**src/rtl/cdat_resp_pkg.sv**
```systemverilog
package cdat_resp_pkg;
  localparam int unsigned NUM_ENTRIES = 6;
  localparam int unsigned HDR_DW      = 3;
  localparam int unsigned REQ_DW      = 3;
  localparam int unsigned ENT_IDX_W   = 3;
  localparam int unsigned DW_IDX_W    = 4;
  localparam int unsigned HANDLE_W    = 16;

  typedef enum logic [7:0] {
    SUB_REGION  = 8'h00,
    SUB_PERF    = 8'h01,
    SUB_MEMTYPE = 8'h02
  } sub_type_e;

  typedef enum logic [7:0] {
    PERF_NONE   = 8'h00,
    PERF_RD_LAT = 8'h01,
    PERF_WR_LAT = 8'h02,
    PERF_RD_BW  = 8'h04,
    PERF_WR_BW  = 8'h05
  } perf_kind_e;

  typedef struct packed {
    perf_kind_e  kind;
    logic [63:0] unit;
    logic [15:0] value;
  } perf_t;

  localparam logic [7:0] REGION_BYTES  = 8'd24;
  localparam logic [7:0] PERF_BYTES    = 8'd18;
  localparam logic [7:0] MEMTYPE_BYTES = 8'd24;
  localparam logic [7:0] NV_FLAG       = 8'h04;
  localparam logic [7:0] MEM_ATTR      = 8'h02;

  function automatic sub_type_e entry_kind(input logic [ENT_IDX_W-1:0] e);
    if (e == 3'd0)      return SUB_REGION;
    else if (e == 3'd5) return SUB_MEMTYPE;
    else                return SUB_PERF;
  endfunction

  function automatic logic [7:0] entry_bytes(input logic [ENT_IDX_W-1:0] e);
    case (entry_kind(e))
      SUB_REGION:  return REGION_BYTES;
      SUB_MEMTYPE: return MEMTYPE_BYTES;
      default:     return PERF_BYTES;
    endcase
  endfunction

  function automatic perf_t perf_of(input logic [ENT_IDX_W-1:0] e);
    case (e)
      3'd1:    return '{PERF_RD_LAT, 64'd10000, 16'd15};
      3'd2:    return '{PERF_WR_LAT, 64'd10000, 16'd25};
      3'd3:    return '{PERF_RD_BW,  64'd1000,  16'd16};
      3'd4:    return '{PERF_WR_BW,  64'd1000,  16'd16};
      default: return '{PERF_NONE,   64'd0,     16'd0};
    endcase
  endfunction

  // response length in dwords: header plus entry rounded up
  function automatic logic [DW_IDX_W-1:0] rsp_dwords(input logic [ENT_IDX_W-1:0] e);
    logic [7:0] lb;
    lb = entry_bytes(e) + 8'd3;
    return DW_IDX_W'(HDR_DW) + DW_IDX_W'(lb >> 2);
  endfunction
endpackage

```
**src/rtl/cdat_req_check.sv**
```systemverilog
module cdat_req_check
  import cdat_resp_pkg::*;
#(
  parameter int unsigned LEN_W = 18
) (
  input  logic                 req_valid_i,
  input  logic [LEN_W-1:0]     req_len_i,
  input  logic [HANDLE_W-1:0]  req_handle_i,
  output logic                 accept_o,
  output logic [ENT_IDX_W-1:0] ent_o
);
  logic len_ok;
  logic handle_ok;

  assign len_ok    = req_len_i >= LEN_W'(REQ_DW);
  assign handle_ok = req_handle_i < HANDLE_W'(NUM_ENTRIES);
  assign accept_o  = req_valid_i && len_ok && handle_ok;
  assign ent_o     = req_handle_i[ENT_IDX_W-1:0];
endmodule

```
**src/rtl/cdat_entry_rom.sv**
```systemverilog
module cdat_entry_rom
  import cdat_resp_pkg::*;
#(
  parameter logic [63:0] REGION_SIZE   = 64'h0000_0002_4000_0000,
  parameter logic [7:0]  REGION_HANDLE = 8'h00
) (
  input  logic [ENT_IDX_W-1:0] ent_i,
  input  logic [DW_IDX_W-1:0]  dw_i,
  output logic [31:0]          data_o
);
  localparam int unsigned BYTE_IDX_W = DW_IDX_W + 2;

  function automatic logic [7:0] entry_byte(input logic [ENT_IDX_W-1:0] e,
                                            input logic [BYTE_IDX_W-1:0] b);
    logic [7:0]  len;
    logic [63:0] rsz;
    perf_t       p;
    sub_type_e   k;
    logic [7:0]  r;
    len = entry_bytes(e);
    rsz = REGION_SIZE;
    p   = perf_of(e);
    k   = entry_kind(e);
    r   = 8'h00;
    if (8'(b) < len) begin
      if (b == 0)      r = 8'(k);
      else if (b == 2) r = len;
      else if (b == 4) r = REGION_HANDLE;
      else if (b == 5) r = (k == SUB_REGION) ? NV_FLAG : (k == SUB_MEMTYPE) ? MEM_ATTR : 8'h00;
      else if (b == 6) r = (k == SUB_PERF) ? 8'(p.kind) : 8'h00;
      else if (b >= 8 && b < 16)
        r = (k == SUB_PERF) ? p.unit[8*b[2:0] +: 8] : 8'h00;
      else if (b >= 16 && b < 24)
        r = (k == SUB_PERF) ? p.value[8*b[0] +: 8] : rsz[8*b[2:0] +: 8];
    end
    return r;
  endfunction

  for (genvar l = 0; l < 4; l++) begin : g_lane
    assign data_o[8*l +: 8] = entry_byte(ent_i, {dw_i, 2'(l)});
  end
endmodule

```
**src/rtl/cdat_rsp_stream.sv**
```systemverilog
module cdat_rsp_stream
  import cdat_resp_pkg::*;
(
  input  logic                clk_i,
  input  logic                rst_ni,
  input  logic                load_i,
  input  logic [DW_IDX_W-1:0] total_i,
  input  logic                pop_i,
  output logic                ready_o,
  output logic [DW_IDX_W-1:0] idx_o
);
  logic [DW_IDX_W-1:0] idx_q;
  logic [DW_IDX_W-1:0] remain_q;

  always_ff @(posedge clk_i or negedge rst_ni) begin
    if (!rst_ni) begin
      idx_q    <= '0;
      remain_q <= '0;
    end else if (load_i) begin
      idx_q    <= '0;
      remain_q <= total_i;
    end else if (pop_i && remain_q != '0) begin
      idx_q    <= idx_q + 1'b1;
      remain_q <= remain_q - 1'b1;
    end
  end

  assign ready_o = remain_q != '0;
  assign idx_o   = idx_q;

  AST_POP_ADVANCE: assert property (@(posedge clk_i) disable iff (!rst_ni)
    (pop_i && ready_o && !load_i) |=> (idx_o == $past(idx_o) + 1'b1))
    else $error("pop did not advance");
  AST_LAST_CLEARS: assert property (@(posedge clk_i) disable iff (!rst_ni)
    (pop_i && remain_q == 1 && !load_i) |=> !ready_o)
    else $error("ready held after last pop");
  AST_IDLE_HOLD: assert property (@(posedge clk_i) disable iff (!rst_ni)
    (!ready_o && !load_i) |=> !ready_o)
    else $error("ready rose without request");
  AST_LOAD_RESTART: assert property (@(posedge clk_i) disable iff (!rst_ni)
    (load_i && total_i != '0) |=> (ready_o && idx_o == '0))
    else $error("load did not restart stream");
endmodule

```
**src/rtl/cdat_responder.sv**
```systemverilog
module cdat_responder
  import cdat_resp_pkg::*;
#(
  parameter int unsigned LEN_W         = 18,
  parameter logic [15:0] VENDOR_ID     = 16'h1E98,
  parameter logic [7:0]  OBJ_TYPE      = 8'h02,
  parameter logic [63:0] REGION_SIZE   = 64'h0000_0002_4000_0000,
  parameter logic [7:0]  REGION_HANDLE = 8'h00
) (
  input  logic             clk_i,
  input  logic             rst_ni,
  input  logic             req_valid_i,
  input  logic [LEN_W-1:0] req_len_i,
  input  logic [15:0]      req_handle_i,
  input  logic             rd_en_i,
  output logic             ready_o,
  output logic [31:0]      rd_data_o
);
  localparam logic [HANDLE_W-1:0] END_HANDLE = '1;
  localparam logic [ENT_IDX_W-1:0] LAST_ENT  = ENT_IDX_W'(NUM_ENTRIES - 1);

  logic                 accept;
  logic [ENT_IDX_W-1:0] req_ent;
  logic [ENT_IDX_W-1:0] ent_q;
  logic [DW_IDX_W-1:0]  idx;
  logic [DW_IDX_W-1:0]  pl_idx;
  logic [31:0]          rom_data;
  logic [HANDLE_W-1:0]  next_handle;
  logic [DW_IDX_W-1:0]  cur_len;

  cdat_req_check #(.LEN_W(LEN_W)) u_check (
    .req_valid_i (req_valid_i),
    .req_len_i   (req_len_i),
    .req_handle_i(req_handle_i),
    .accept_o    (accept),
    .ent_o       (req_ent)
  );

  always_ff @(posedge clk_i or negedge rst_ni) begin
    if (!rst_ni)     ent_q <= '0;
    else if (accept) ent_q <= req_ent;
  end

  cdat_rsp_stream u_stream (
    .clk_i  (clk_i),
    .rst_ni (rst_ni),
    .load_i (accept),
    .total_i(rsp_dwords(req_ent)),
    .pop_i  (rd_en_i),
    .ready_o(ready_o),
    .idx_o  (idx)
  );

  assign pl_idx = idx - DW_IDX_W'(HDR_DW);

  cdat_entry_rom #(
    .REGION_SIZE  (REGION_SIZE),
    .REGION_HANDLE(REGION_HANDLE)
  ) u_rom (
    .ent_i (ent_q),
    .dw_i  (pl_idx),
    .data_o(rom_data)
  );

  assign next_handle = (ent_q == LAST_ENT) ? END_HANDLE : HANDLE_W'(ent_q) + 1'b1;
  assign cur_len     = rsp_dwords(ent_q);

  always_comb begin
    case (idx)
      DW_IDX_W'(0): rd_data_o = {8'h00, OBJ_TYPE, VENDOR_ID};
      DW_IDX_W'(1): rd_data_o = 32'(cur_len);
      DW_IDX_W'(2): rd_data_o = {next_handle, 8'h00, 8'h00};
      default:      rd_data_o = rom_data;
    endcase
  end

  AST_SHORT_DISCARD: assert property (@(posedge clk_i) disable iff (!rst_ni)
    (req_valid_i && req_len_i < LEN_W'(REQ_DW) && !ready_o) |=> !ready_o)
    else $error("short request produced a response");
  AST_RANGE_DISCARD: assert property (@(posedge clk_i) disable iff (!rst_ni)
    (req_valid_i && req_handle_i >= 16'(NUM_ENTRIES) && !ready_o) |=> !ready_o)
    else $error("bad handle produced a response");
  AST_FIRST_IS_HDR: assert property (@(posedge clk_i) disable iff (!rst_ni)
    accept |=> (rd_data_o == {8'h00, OBJ_TYPE, VENDOR_ID}))
    else $error("response did not open with header");
endmodule

```
**config.mk**
```make
export PLATFORM = sky130hd
export DESIGN_NAME = cdat_responder
export DESIGN_NICKNAME = d
export VERILOG_FILES = /design/src/rtl/cdat_resp_pkg.sv /design/src/rtl/cdat_req_check.sv /design/src/rtl/cdat_entry_rom.sv /design/src/rtl/cdat_rsp_stream.sv /design/src/rtl/cdat_responder.sv
export SDC_FILE = /design/constraint.sdc
export NUM_CORES = 1
export LEC_CHECK = 0
export BUFFER_PORTS_ARGS = -buffer_cell sky130_fd_sc_hd__buf_4
export CAP_MARGIN = 25
export CORE_MARGIN = 4
export CORE_UTILIZATION = 46
export DETAILED_ROUTE_END_ITERATION = 10
export PLACE_DENSITY = 0.8
export SLEW_MARGIN = 20
export SYNTH_ARGS = -nofsm -noshare
export SYNTH_HDL_FRONTEND = slang
export SYNTH_SLANG_ARGS = --single-unit
```
**constraint.sdc**
```tcl
create_clock -name clk_i -period 2.5 [get_ports clk_i]
set_input_delay 0.125 -clock clk_i [delete_from_list [all_inputs] [get_ports clk_i]]
set_output_delay 0.125 -clock clk_i [all_outputs]
set_load 0.02 [all_outputs]
```
==> impl_metrics.xml, run 1 <==
<?xml version="1.0" encoding="UTF-8"?>
<metrics>
  <group name="setup_path">
    <metric name="kind_of_launch_point_of_the_worst_setup_path" unit="">flip-flop</metric>
    <metric name="critical_path.reg2reg.endpoint" unit="">u_stream.remain_q[3]</metric>
    <metric name="register_to_register_setup_slack" unit="ps">730</metric>
    <metric name="worst_ep_required_time" unit="ps">2380</metric>
    <metric name="crit_path_max_fanout" unit="">4</metric>
    <metric name="r2r_start" unit="">u_stream.remain_q[0]</metric>
    <metric name="critPathCaptureType" unit="">output pin</metric>
    <metric name="critPathKind" unit="">reg -&gt; out</metric>
    <metric name="ff2ff_path_depth" unit="">7</metric>
    <metric name="arrival_time_worst_endpoint" unit="ps">2490</metric>
  </group>
  <group name="flow_run">
    <metric name="max_cap_violations" unit="">0</metric>
  </group>
  <group name="hold_path">
    <metric name="holdCritStartpoint" unit="">req_handle_i[0]</metric>
    <metric name="worst_hold_path_type" unit="">in -&gt; reg</metric>
    <metric name="hold_depth" unit="">3</metric>
    <metric name="min_delay_worst_endpoint" unit="">ent_q[0]</metric>
  </group>
  <group name="timing">
    <metric name="setup_viol_count_final" unit="">8</metric>
    <metric name="finalCriticalPeriod" unit="ps">2620</metric>
    <metric name="finalHoldViolCount" unit="">0</metric>
    <metric name="max_slew.worst_pin.slew" unit="ps">608</metric>
    <metric name="report.final.slew_viol_count" unit="">0</metric>
    <metric name="grt_setup_unrepaired" unit="">true</metric>
    <metric name="maxSlewHeadroom" unit="%">59.0</metric>
    <metric name="skew" unit="ps">2.92</metric>
    <metric name="fin_ws" unit="ps">-118</metric>
    <metric name="maxClockFrequency" unit="GHz">0.382</metric>
    <metric name="finalCritPeriodShare" unit="%">105</metric>
    <metric name="fin_hold_ws" unit="ps">83.6</metric>
  </group>
  <group name="synth">
    <metric name="avgSynthCellArea" unit="µm²">7.42</metric>
    <metric name="synth-seq-area-share" unit="%">19.3</metric>
    <metric name="synth_top_family_by_area" unit="">simple AND/OR/NAND/NOR gates</metric>
    <metric name="muxShareOfSynthArea" unit="%">1.49</metric>
    <metric name="synth_warnings" unit="">0</metric>
    <metric name="post_synth_fa_ha_maj_area_fraction" unit="%">11.4</metric>
    <metric name="dominantRegCellSynth" unit="">dfrtp_1</metric>
    <metric name="ys_async_sr_fraction" unit="%">100</metric>
    <metric name="syn_inst" unit="">192</metric>
    <metric name="yosysUniqueCellTypes" unit="">48</metric>
    <metric name="post_synth_and_or_nand_nor_area_fraction" unit="%">25.3</metric>
    <metric name="synth_edf_count" unit="">0</metric>
    <metric name="post_synthesis_xor_xnor_area_fraction" unit="%">4.92</metric>
    <metric name="complex_gate_fraction_of_the_synthesized_area" unit="%">24.7</metric>
    <metric name="synth-seq-cells" unit="">11</metric>
    <metric name="mappedNetlistArea" unit="µm²">1430</metric>
  </group>
  <group name="status">
    <metric name="failed_checks" unit="">setup timing</metric>
    <metric name="outcome" unit="">finished with violations</metric>
  </group>
  <group name="floorplanning">
    <metric name="die_w" unit="µm">63.7</metric>
    <metric name="ios" unit="">71</metric>
    <metric name="placement_rows" unit="">19</metric>
    <metric name="die-area" unit="µm²">4050</metric>
    <metric name="initial_core_util" unit="%">50.0</metric>
    <metric name="die_y" unit="µm">63.7</metric>
    <metric name="core_area" unit="µm²">2850</metric>
  </group>
  <group name="layout">
    <metric name="antennaDiodeCount" unit="">0</metric>
    <metric name="fin_cells" unit="">302</metric>
    <metric name="layout-drive-gt1-share" unit="%">49.1</metric>
    <metric name="sequential_cell_area" unit="µm²">278</metric>
    <metric name="layout.cells.most_common_list" unit="">buf_4 (90), nor2_1 (19), nand2_1 (19)</metric>
    <metric name="fill_cells" unit="">203</metric>
    <metric name="fin_util" unit="%">77.8</metric>
    <metric name="finalNetCount" unit="">323</metric>
    <metric name="final_common_cell" unit="">buf_4</metric>
    <metric name="syn_to_final_growth" unit="%">55.7</metric>
    <metric name="multi_input_area" unit="µm²">1120</metric>
  </group>
  <group name="route">
    <metric name="routedWlPerCell" unit="µm">15.7</metric>
    <metric name="detail_route.drc_violations" unit="">0</metric>
    <metric name="routed_via_density" unit="">5.61</metric>
    <metric name="final_antenna_net_count" unit="">0</metric>
    <metric name="dr.first_iter.drc_count" unit="">134</metric>
    <metric name="routed_wirelength" unit="µm">4750</metric>
    <metric name="drtPass1Iterations" unit="">4</metric>
    <metric name="routed_vias" unit="">1693</metric>
  </group>
  <group name="pwr">
    <metric name="leakage" unit="nW">1.03</metric>
    <metric name="power_density" unit="nW/µm²">900</metric>
    <metric name="vdd.ir_drop.worst" unit="mV">1.01</metric>
  </group>
  <group name="placed_design">
    <metric name="place_congestion" unit="">0.875</metric>
    <metric name="dp_cells" unit="">285</metric>
    <metric name="placement.io_buffers" unit="">68</metric>
    <metric name="detailedPlacementHpwl" unit="µm">3490</metric>
    <metric name="dpl_worst_slack" unit="ps">23.6</metric>
  </group>
  <group name="grt">
    <metric name="grt_remaining_overflow" unit="">0</metric>
    <metric name="grt_pass1_vias" unit="">1663</metric>
    <metric name="grt_antenna_before_repair" unit="">0</metric>
    <metric name="grt_start_max_net_pins" unit="">16</metric>
    <metric name="grtUsageTotal" unit="%">22.4</metric>
    <metric name="grt_first_pass_wirelength" unit="µm">7540</metric>
  </group>
  <group name="clock_network">
    <metric name="tritoncts_num_sinks" unit="">11</metric>
    <metric name="cts.path.max_buffers" unit="">2</metric>
    <metric name="clkLatencyLatePin" unit="ps">270</metric>
    <metric name="clk_pin_slew" unit="ps">70</metric>
    <metric name="cts_max_level" unit="">1</metric>
    <metric name="clk_root_buffer_cell" unit="">clkbuf_4</metric>
    <metric name="tritoncts_clock_tree" unit="">built</metric>
    <metric name="cts_made_buffers" unit="">3</metric>
  </group>
</metrics>
flip-flops by register name, summed over array words and instances, names as in the netlist:
signal	cells
ent_q	3
u_stream.idx_o	4
u_stream.remain_q	4
power by group:
group          leakage (nW)  switching [mW]  internal [mW]
sequential            0.117           0.112          0.250
clock                0.0150          0.0634         0.0618
combinational         0.896           0.804          0.706
synth_stat cells (2+ instances only):
cell type	number	share of area, %
nor4b_1	2	1.2
xor2_1	4	2.5
ha_1	13	11
dfrtp_1	11	19
a31oi_1	3	1.3
inv_1	13	3.4
buf_4	13	6.8
nand2_1	19	5.0
a211oi_1	2	1.1
o32ai_1	3	1.8
nor4_1	7	3.1
a21oi_2	2	1.2
a21o_1	3	1.6
nor2_1	21	5.5
nand2b_1	3	1.3
nor2b_1	2	0.88
nand4_1	3	1.3
o31ai_1	3	1.6
o22ai_1	2	0.88
nand3_1	4	1.4
or3_1	2	0.88
o21ai_0	15	5.3
or2_2	2	0.88
a21oi_1	9	3.2
xnor2_1	4	2.5
nand3b_1	2	1.1
clkbuf_1	2	0.53
buf_2	3	1.1
cells by family (layout without fill, tap and decap cells):
kind of cell | count (synthesis) | after routing
AND/OR/NAND/NOR | 72 | 72
buffers and inverters | 32 | 110
flip-flops | 11 | 11
adder cells (fa/ha/maj) | 13 | 13
XOR/XNOR | 8 | 8
other | 1 | 2
AO/OA/AOI/OAI | 53 | 53
multiplexers | 2 | 2
area by class of cell:
cell class,instances,area share (%)
Sequential cell,11,12.5
Multi-Input combinational cell,150,50.3
Inverter,13,2.31
Timing Repair Buffer,93,31.9
Tap cell,31,1.75
Clock buffer,4,1.18
per-stage QoR:
stage | TNS [ps] | total power [mW] | instance area (µm²)
3_5_place_dp | 0 | 1.47 | 1960
6_report | -364 | 2.00 | 2220
4_1_cts | -78.6 | 1.76 | 2120
5_1_grt | -1220 | 2.14 | 2220
3_3_place_gp | 0 | 1.45 | 1960
2_1_floorplan | -54.9 | 1.13 | 1450
worst max path at each step:
stage	from	to	slack, ps	cells past startpoint
finish	ent_q[0]	rd_data_o[7]	-120	10
global placement	ent_q[0]	rd_data_o[7]	80	10
global route	ent_q[0]	rd_data_o[7]	-190	10
detailed placement	ent_q[0]	rd_data_o[7]	20	10
floorplan	u_stream.idx_o[0]	rd_data_o[9]	-50	9
CTS	u_stream.idx_o[0]	rd_data_o[9]	-50	9
critical path, stage by stage, from the launching register on:
cell      delay, ps
dfrtp_1         410
inv_2            90
ha_4            170
mux2_4          300
ha_4            280
a21oi_1          80
a211o_1         270
nand3b_1        150
nor2b_2          70
or2_2           280
buf_6           130
per-layer routing:
layer,routed length (µm),global-route usage (%),vias up,share of wire [%]
met5,0,0,-,0
met4,74,3.23,0,1.6
met3,304,4.44,8,6.4
met2,2500,40.4,65,53
met1,1870,27.8,792,39
li1,-,-,828,-
repair_timing:
action,in CTS,in global routing
pin swaps,7,4
setup endpoints to repair,17,16
hold buffers,1,0
endpoints found under the hold margin,11,0
buffers inserted,6,6
gates resized for setup,20,19
Power figures use the tool's default switching activity.
==> run 2, diff against run 1 <==
Settings changed: HOLD_SLACK_MARGIN set to 0.15, REMOVE_ABC_BUFFERS set to 1.
==> run 2 against run 1 <==
Effect of this change:
- the flow still finishes with violations (setup timing)
- global-route usage decreased by 1.1 points
- final area shrank 1.9%
- first-iteration DRC count is 16% higher
- hold slack better by 140 ps
- via count increased by 0.53%
- critical path depth decreased by 2
- fmax grew 0.16%
- sequential share of layout area grew 0.24 points
- count of clock-buffer cells in the layout is the same
- register-to-register slack better by 30 ps
- non-clock buffer count down 3
- clock skew down 1.4 ps
==> impl_metrics.xml, run 2 (synthesized netlist as in run 1, its figures left out) <==
<?xml version="1.0" encoding="UTF-8"?>
<metrics>
  <group name="clock_network">
    <metric name="clk_root_buffer_cell" unit="">clkbuf_4</metric>
    <metric name="cts_made_buffers" unit="">3</metric>
    <metric name="clkLatencyLatePin" unit="ps">270</metric>
    <metric name="cts_max_level" unit="">1</metric>
    <metric name="tritoncts_clock_tree" unit="">built</metric>
    <metric name="clk_pin_slew" unit="ps">70</metric>
    <metric name="tritoncts_num_sinks" unit="">11</metric>
    <metric name="cts.path.max_buffers" unit="">2</metric>
  </group>
  <group name="pwr">
    <metric name="power_density" unit="nW/µm²">847</metric>
    <metric name="fin_total_pwr" unit="mW">1.84</metric>
    <metric name="vdd.ir_drop.worst" unit="mV">0.762</metric>
    <metric name="leakage" unit="nW">1.01</metric>
  </group>
  <group name="layout">
    <metric name="multi_input_area" unit="µm²">1090</metric>
    <metric name="layout-drive-gt1-share" unit="%">45.5</metric>
    <metric name="design_area" unit="µm²">2180</metric>
    <metric name="syn_to_final_growth" unit="%">52.8</metric>
    <metric name="layout.cells.most_common_list" unit="">buf_4 (83), nor2_1 (19), nand2_1 (19)</metric>
    <metric name="sequential_cell_area" unit="µm²">278</metric>
    <metric name="fill_cells" unit="">214</metric>
    <metric name="fin_cells" unit="">299</metric>
    <metric name="finalNetCount" unit="">320</metric>
    <metric name="final_common_cell" unit="">buf_4</metric>
    <metric name="antennaDiodeCount" unit="">0</metric>
    <metric name="fin_util" unit="%">76.3</metric>
  </group>
  <group name="route">
    <metric name="drtPass1Iterations" unit="">4</metric>
    <metric name="final_antenna_net_count" unit="">0</metric>
    <metric name="routed_wirelength" unit="µm">4570</metric>
    <metric name="routed_via_density" unit="">5.69</metric>
    <metric name="routed_vias" unit="">1702</metric>
    <metric name="routedWlPerCell" unit="µm">15.3</metric>
    <metric name="detail_route.drc_violations" unit="">0</metric>
    <metric name="dr.first_iter.drc_count" unit="">155</metric>
  </group>
  <group name="setup_path">
    <metric name="critPathKind" unit="">reg -&gt; out</metric>
    <metric name="kind_of_launch_point_of_the_worst_setup_path" unit="">flip-flop</metric>
    <metric name="crit_path_max_fanout" unit="">10</metric>
    <metric name="r2r_start" unit="">u_stream.remain_q[0]</metric>
    <metric name="critPathCaptureType" unit="">output pin</metric>
    <metric name="arrival_time_worst_endpoint" unit="ps">2490</metric>
    <metric name="ff2ff_path_depth" unit="">7</metric>
    <metric name="cp-startpoint" unit="">u_stream.idx_o[0]</metric>
    <metric name="register_to_register_setup_slack" unit="ps">760</metric>
    <metric name="worst_ep_required_time" unit="ps">2380</metric>
    <metric name="critical_path.reg2reg.endpoint" unit="">u_stream.remain_q[3]</metric>
  </group>
  <group name="flow_run">
    <metric name="max_cap_violations" unit="">0</metric>
  </group>
  <group name="placed_design">
    <metric name="place_congestion" unit="">0.977</metric>
    <metric name="dpl_worst_slack" unit="ps">52.2</metric>
    <metric name="dp_cells" unit="">282</metric>
    <metric name="detailedPlacementHpwl" unit="µm">3410</metric>
    <metric name="placement.io_buffers" unit="">68</metric>
    <metric name="placedInstanceArea" unit="µm²">1910</metric>
  </group>
  <group name="timing">
    <metric name="maxSlewHeadroom" unit="%">63.9</metric>
    <metric name="skew" unit="ps">1.47</metric>
    <metric name="timing.setup.tns" unit="ps">-312</metric>
    <metric name="fin_hold_ws" unit="ps">221</metric>
    <metric name="finalHoldViolCount" unit="">0</metric>
    <metric name="maxClockFrequency" unit="GHz">0.383</metric>
    <metric name="grt_setup_unrepaired" unit="">true</metric>
    <metric name="fin_ws" unit="ps">-114</metric>
    <metric name="max_slew.worst_pin.slew" unit="ps">536</metric>
    <metric name="finalCriticalPeriod" unit="ps">2610</metric>
    <metric name="report.final.slew_viol_count" unit="">0</metric>
    <metric name="setup_viol_count_final" unit="">6</metric>
    <metric name="finalCritPeriodShare" unit="%">105</metric>
  </group>
  <group name="grt">
    <metric name="grt_first_pass_wirelength" unit="µm">7130</metric>
    <metric name="grt_antenna_before_repair" unit="">0</metric>
    <metric name="grt_remaining_overflow" unit="">0</metric>
    <metric name="grtUsageTotal" unit="%">21.3</metric>
    <metric name="grt_pass1_vias" unit="">1579</metric>
    <metric name="grt_start_max_net_pins" unit="">16</metric>
  </group>
  <group name="floorplanning">
    <metric name="ios" unit="">71</metric>
    <metric name="die_y" unit="µm">63.7</metric>
    <metric name="initial_core_util" unit="%">50.0</metric>
    <metric name="die-area" unit="µm²">4050</metric>
    <metric name="core_area" unit="µm²">2850</metric>
    <metric name="placement_rows" unit="">19</metric>
    <metric name="die_w" unit="µm">63.7</metric>
  </group>
  <group name="status">
    <metric name="outcome" unit="">finished with violations</metric>
    <metric name="failed_checks" unit="">setup timing</metric>
  </group>
  <group name="hold_path">
    <metric name="worst_hold_path_type" unit="">in -&gt; async</metric>
  </group>
</metrics>
run 2: changes by cell type in the layout (fill, tap and decap cells not counted), moves of 2 or more:
cell           change
a21oi_1            +2
dlygate4sd3_1      +3
o21ai_0            +2
o31ai_2            -2
a21oi_2            -2
buf_4              -7
o31ai_1            +2
run 2: worst max-delay path by stage:
stage / endpoint / depth (start not counted)
2_1_floorplan: rd_data_o[7] / 9
3_3_place_gp: rd_data_o[7] / 10
3_5_place_dp: rd_data_o[7] / 10
4_1_cts: rd_data_o[9] / 9
5_1_grt: rd_data_o[10] / 8
6_report: rd_data_o[10] / 8
run 2: per-layer routing:
metal	part of all wire, %	vias up	track usage [%]
met5	0	-	0
met4	1.3	0	4.04
met3	6.9	10	3.37
met2	51	90	38.6
met1	41	780	26.5
li1	-	822	-
run 2: power breakdown:
part | total, mW | switching, mW | leakage, nW | internal [mW]
logic | 1.37 | 0.751 | 0.874 | 0.622
clock network | 0.120 | 0.0586 | 0.0150 | 0.0617
registers | 0.350 | 0.0998 | 0.117 | 0.250
total | 1.84 | 0.909 | 1.01 | 0.934
run 2: critical path, cell delays in order, from the launching register on:
cell      delay, ps
dfrtp_2         430
buf_4           140
buf_4           160
a21bo_2         250
o22ai_2         150
a21oi_2          60
or4b_4          580
o221ai_1        230
buf_4           200
run 2: final cells by class:
class | instances | share of cell area (%)
Multi-Input combinational cell | 150 | 50.0
Timing Repair Buffer | 90 | 32.0
Sequential cell | 11 | 12.8
Inverter | 13 | 2.24
Tap cell | 31 | 1.78
Clock buffer | 4 | 1.21
run 2: timing repair:
action | in CTS | in global routing
setup buffers | 6 | 3
pin swaps | 6 | 6
hold endpoints to repair | 14 | 0
hold buffers | 4 | 0
resized for setup | 21 | 14
setup endpoints to repair | 17 | 17
==> run 3, diff against run 2 <==
Settings changed: CORE_UTILIZATION 46 to 51, PLACE_DENSITY 0.8 to 0.82, SYNTH_HIERARCHICAL set to 1.
==> run 3 against run 2 <==
Effect of this change:
- the run still ends with setup timing left
- sequential share of layout area is 2.7 points lower
- count of clock-buffer cells in the layout stayed put
- area after synthesis rose by 36%
- worst setup slack got worse by 18 ps
- final area increased by 27%
- first-iteration DRC count grew 28%
- wire length up 19%
- utilization shrank 1.0 points
- combinational power up 82%
- highest routed layer unchanged
==> impl_metrics.xml, run 3 <==
<?xml version="1.0" encoding="UTF-8"?>
<metrics>
  <group name="status">
    <metric name="outcome" unit="">finished with violations</metric>
    <metric name="failed_checks" unit="">setup timing</metric>
  </group>
  <group name="timing">
    <metric name="finalHoldViolCount" unit="">0</metric>
    <metric name="report.final.slew_viol_count" unit="">0</metric>
    <metric name="setup_viol_count_final" unit="">5</metric>
    <metric name="finalCriticalPeriod" unit="ps">2630</metric>
    <metric name="maxSlewHeadroom" unit="%">65.7</metric>
    <metric name="maxClockFrequency" unit="GHz">0.380</metric>
    <metric name="max_slew.worst_pin.slew" unit="ps">510</metric>
    <metric name="fin_hold_ws" unit="ps">219</metric>
    <metric name="fin_ws" unit="ps">-132</metric>
    <metric name="finalCritPeriodShare" unit="%">105</metric>
    <metric name="grt_setup_unrepaired" unit="">true</metric>
    <metric name="skew" unit="ps">5.37</metric>
  </group>
  <group name="synth">
    <metric name="synth-seq-cells" unit="">11</metric>
    <metric name="avgSynthCellArea" unit="µm²">7.61</metric>
    <metric name="dominantRegCellSynth" unit="">dfrtp_1</metric>
    <metric name="muxShareOfSynthArea" unit="%">1.10</metric>
    <metric name="mappedNetlistArea" unit="µm²">1930</metric>
    <metric name="synth_top_cells_by_area" unit="">dfrtp_1 (14%), buf_4 (8.2%), ha_1 (7.1%)</metric>
    <metric name="synth-seq-area-share" unit="%">14.2</metric>
    <metric name="synth_top_area_cell" unit="">dfrtp_1</metric>
    <metric name="synth_warnings" unit="">6</metric>
    <metric name="syn_inst" unit="">254</metric>
    <metric name="post_synth_fa_ha_maj_area_fraction" unit="%">7.12</metric>
    <metric name="complex_gate_fraction_of_the_synthesized_area" unit="%">26.5</metric>
    <metric name="synth.most_common_cell" unit="">buf_4</metric>
    <metric name="ys_async_sr_fraction" unit="%">100</metric>
    <metric name="most_used_standard_cells_in_the_synthesized_netlist" unit="">buf_4 (21), a21o_1 (18), o21ai_0 (16)</metric>
    <metric name="post_synthesis_xor_xnor_area_fraction" unit="%">1.81</metric>
    <metric name="post_synth_and_or_nand_nor_area_fraction" unit="%">33.1</metric>
    <metric name="synth_top_family_by_area" unit="">simple AND/OR/NAND/NOR gates</metric>
    <metric name="synth_edf_count" unit="">0</metric>
    <metric name="synth_largest_type_area_fraction" unit="%">14.2</metric>
    <metric name="yosysUniqueCellTypes" unit="">64</metric>
  </group>
  <group name="pwr">
    <metric name="power_frac_seq" unit="%">11.3</metric>
    <metric name="intPower" unit="mW">1.50</metric>
    <metric name="leakage" unit="nW">1.38</metric>
    <metric name="switching_share" unit="%">50.1</metric>
    <metric name="vdd.ir_drop.worst" unit="mV">0.695</metric>
    <metric name="power_density" unit="nW/µm²">1090</metric>
    <metric name="power_frac_clock" unit="%">5.9</metric>
    <metric name="fin_total_pwr" unit="mW">3.01</metric>
    <metric name="share_comb_of_total_power" unit="%">82.8</metric>
    <metric name="netSwitchingPower" unit="mW">1.51</metric>
  </group>
  <group name="floorplanning">
    <metric name="core_area" unit="µm²">3660</metric>
    <metric name="ios" unit="">71</metric>
    <metric name="initial_core_util" unit="%">52.8</metric>
    <metric name="die-area" unit="µm²">4840</metric>
    <metric name="die_w" unit="µm">69.6</metric>
    <metric name="die_y" unit="µm">69.6</metric>
    <metric name="placement_rows" unit="">22</metric>
  </group>
  <group name="setup_path">
    <metric name="crit_path_cell_trace" unit="">buf_6, a21oi_4, xor2_2, buf_4, or4_4, or3b_1, a21oi_2, a211o_1, buf_6</metric>
    <metric name="worst_ep_required_time" unit="ps">2380</metric>
    <metric name="critical_path.reg2reg.endpoint" unit="">u_stream/remain_q[1]</metric>
    <metric name="crit_path_max_fanout" unit="">4</metric>
    <metric name="kind_of_launch_point_of_the_worst_setup_path" unit="">flip-flop</metric>
    <metric name="critPathKind" unit="">reg -&gt; out</metric>
    <metric name="register_to_register_setup_slack" unit="ps">970</metric>
    <metric name="arrival_time_worst_endpoint" unit="ps">2510</metric>
    <metric name="buf_inv_stages_crit_path" unit="">3</metric>
    <metric name="cell_class_contributing_the_biggest_share_of_worst_path_delay" unit="">simple AND/OR/NAND/NOR gates</metric>
    <metric name="critPathCaptureType" unit="">output pin</metric>
    <metric name="r2r_start" unit="">u_stream/remain_q[0]</metric>
    <metric name="ff2ff_path_depth" unit="">6</metric>
    <metric name="timing.critical_path.slowest_cell_delay" unit="ps">550</metric>
    <metric name="critPathMostFrequentCell" unit="">buf_6</metric>
    <metric name="slowest_stage" unit="">or4_4</metric>
  </group>
  <group name="route">
    <metric name="detail_route.drc_violations" unit="">0</metric>
    <metric name="routed_wirelength" unit="µm">5440</metric>
    <metric name="routed_vias" unit="">2079</metric>
    <metric name="routedWlPerCell" unit="µm">14.3</metric>
    <metric name="dr.first_iter.drc_count" unit="">199</metric>
    <metric name="final_antenna_net_count" unit="">0</metric>
    <metric name="routed_via_density" unit="">5.47</metric>
    <metric name="drtPass1Iterations" unit="">4</metric>
  </group>
  <group name="grt">
    <metric name="grt_remaining_overflow" unit="">0</metric>
    <metric name="grt_pass1_vias" unit="">1921</metric>
    <metric name="grt_first_pass_wirelength" unit="µm">8580</metric>
    <metric name="grt_antenna_before_repair" unit="">0</metric>
    <metric name="grt_start_max_net_pins" unit="">32</metric>
    <metric name="grtUsageTotal" unit="%">20.8</metric>
  </group>
  <group name="placed_design">
    <metric name="place_congestion" unit="">0.920</metric>
    <metric name="placement.io_buffers" unit="">68</metric>
    <metric name="detailedPlacementHpwl" unit="µm">3900</metric>
    <metric name="dpl_worst_slack" unit="ps">33.5</metric>
  </group>
  <group name="hold_path">
    <metric name="min_delay_worst_endpoint" unit="">u_stream/idx_o[1]</metric>
    <metric name="hold_depth" unit="">3</metric>
    <metric name="holdCritStartpoint" unit="">rd_en_i</metric>
    <metric name="worst_hold_path_type" unit="">in -&gt; reg</metric>
  </group>
  <group name="clock_network">
    <metric name="clk_pin_slew" unit="ps">50</metric>
    <metric name="cts_max_level" unit="">1</metric>
    <metric name="clk_root_buffer_cell" unit="">clkbuf_8</metric>
    <metric name="clkLatencyLatePin" unit="ps">240</metric>
    <metric name="tritoncts_num_sinks" unit="">11</metric>
    <metric name="cts_made_buffers" unit="">3</metric>
    <metric name="cts.path.max_buffers" unit="">2</metric>
    <metric name="tritoncts_clock_tree" unit="">built</metric>
  </group>
  <group name="layout">
    <metric name="final_common_cell" unit="">buf_4</metric>
    <metric name="finalNetCount" unit="">382</metric>
    <metric name="fill_cells" unit="">299</metric>
    <metric name="layout.cells.most_common_list" unit="">buf_4 (84), a21o_1 (18), conb_1 (17)</metric>
    <metric name="syn_to_final_growth" unit="%">42.6</metric>
    <metric name="antennaDiodeCount" unit="">0</metric>
    <metric name="layout-drive-gt1-share" unit="%">39.8</metric>
  </group>
  <group name="flow_run">
    <metric name="max_cap_violations" unit="">0</metric>
  </group>
</metrics>
-- run 3: changes by cell type after synthesis, moves of 4 or more --
cell / before / now
buf_4: 13 / 21
nor3_1: 1 / 5
a21o_1: 3 / 18
nand2_1: 19 / 15
clkbuf_1: 2 / 11
nor2_1: 21 / 11
and2_1: 1 / 9
a21oi_1: 9 / 15
nor2b_1: 2 / 8
-- run 3: per-stage QoR --
stage	util, %	setup TNS [ps]	instances	instance area (µm²)
finish	75.3	-367	380	2760
global route	75.3	-1110	380	2760
CTS	73.5	-288	378	2690
detailed placement	67.5	0	366	2470
global placement	67.5	0	366	2470
floorplan	-	-8400	231	1750
-- run 3: worst max path at each step --
stage / startpoint / endpoint / slack [ps] / cells after the start
global placement: ent_q[2] / rd_data_o[1] / 60 / 8
global route: u_stream/idx_o[1] / rd_data_o[4] / -210 / 8
detailed placement: u_stream/idx_o[0] / rd_data_o[4] / 30 / 7
finish: u_stream/idx_o[1] / rd_data_o[17] / -130 / 9
CTS: u_stream/idx_o[0] / rd_data_o[4] / -110 / 7
floorplan: u_stream/idx_o[0] / rd_data_o[19] / -550 / 4
-- run 3: repair_timing --
action                                  CTS  global route
endpoints found under the hold margin    14             0
endpoints found under the setup margin   10            14
hold buffers                              4             0
gates resized for setup                  21            11
setup buffers                             4             2
pin swaps                                 8             2
-- run 3: worst reg2reg max path, delay by kind of cell (launching register included) --
kind | cells | cell delay, ps
AND/OR/NAND/NOR | 1 | 380
adder cells (fa/ha/maj) | 1 | 200
flip-flops | 1 | 400
buffers and inverters | 2 | 190
AO/OA/AOI/OAI | 2 | 240
-- run 3: final cells by class --
cell class              count  area (µm²)  share of cell area [%]
flip-flops and latches     11         277                    10.0
well taps                  48        60.1                    2.18
multi-input cells         204        1540                    56.0
inverters                  16        60.1                    2.18
clock buffers               4        45.0                    1.63
repair buffers             97         772                    28.0
-- run 3: cells by family (layout without fill, tap and decap cells) --
group	Yosys count	count (layout)
simple gates	94	94
other cells	3	17
compound gates	76	76
xor+xnor	4	4
flops	11	11
mux	2	2
fa+ha+maj	11	11
buf+inv	53	117
-- run 3: metal layers --
metal | global-route usage [%] | vias to the layer above | wire length (µm)
met5 | 0 | - | 0
met4 | 6.94 | 0 | 119
met3 | 2.17 | 15 | 321
met2 | 38.8 | 67 | 2880
met1 | 24.5 | 959 | 2120
li1 | - | 1038 | -
-- run 3: power groups by stage --
stage	Clock (mW)	Sequential, mW	Combinational, mW
floorplan	0	0.313	1.28
global placement	0	0.321	2.10
detailed placement	0	0.323	2.13
CTS	0.181	0.327	2.38
global route	0.190	0.352	2.66
finish	0.178	0.341	2.49
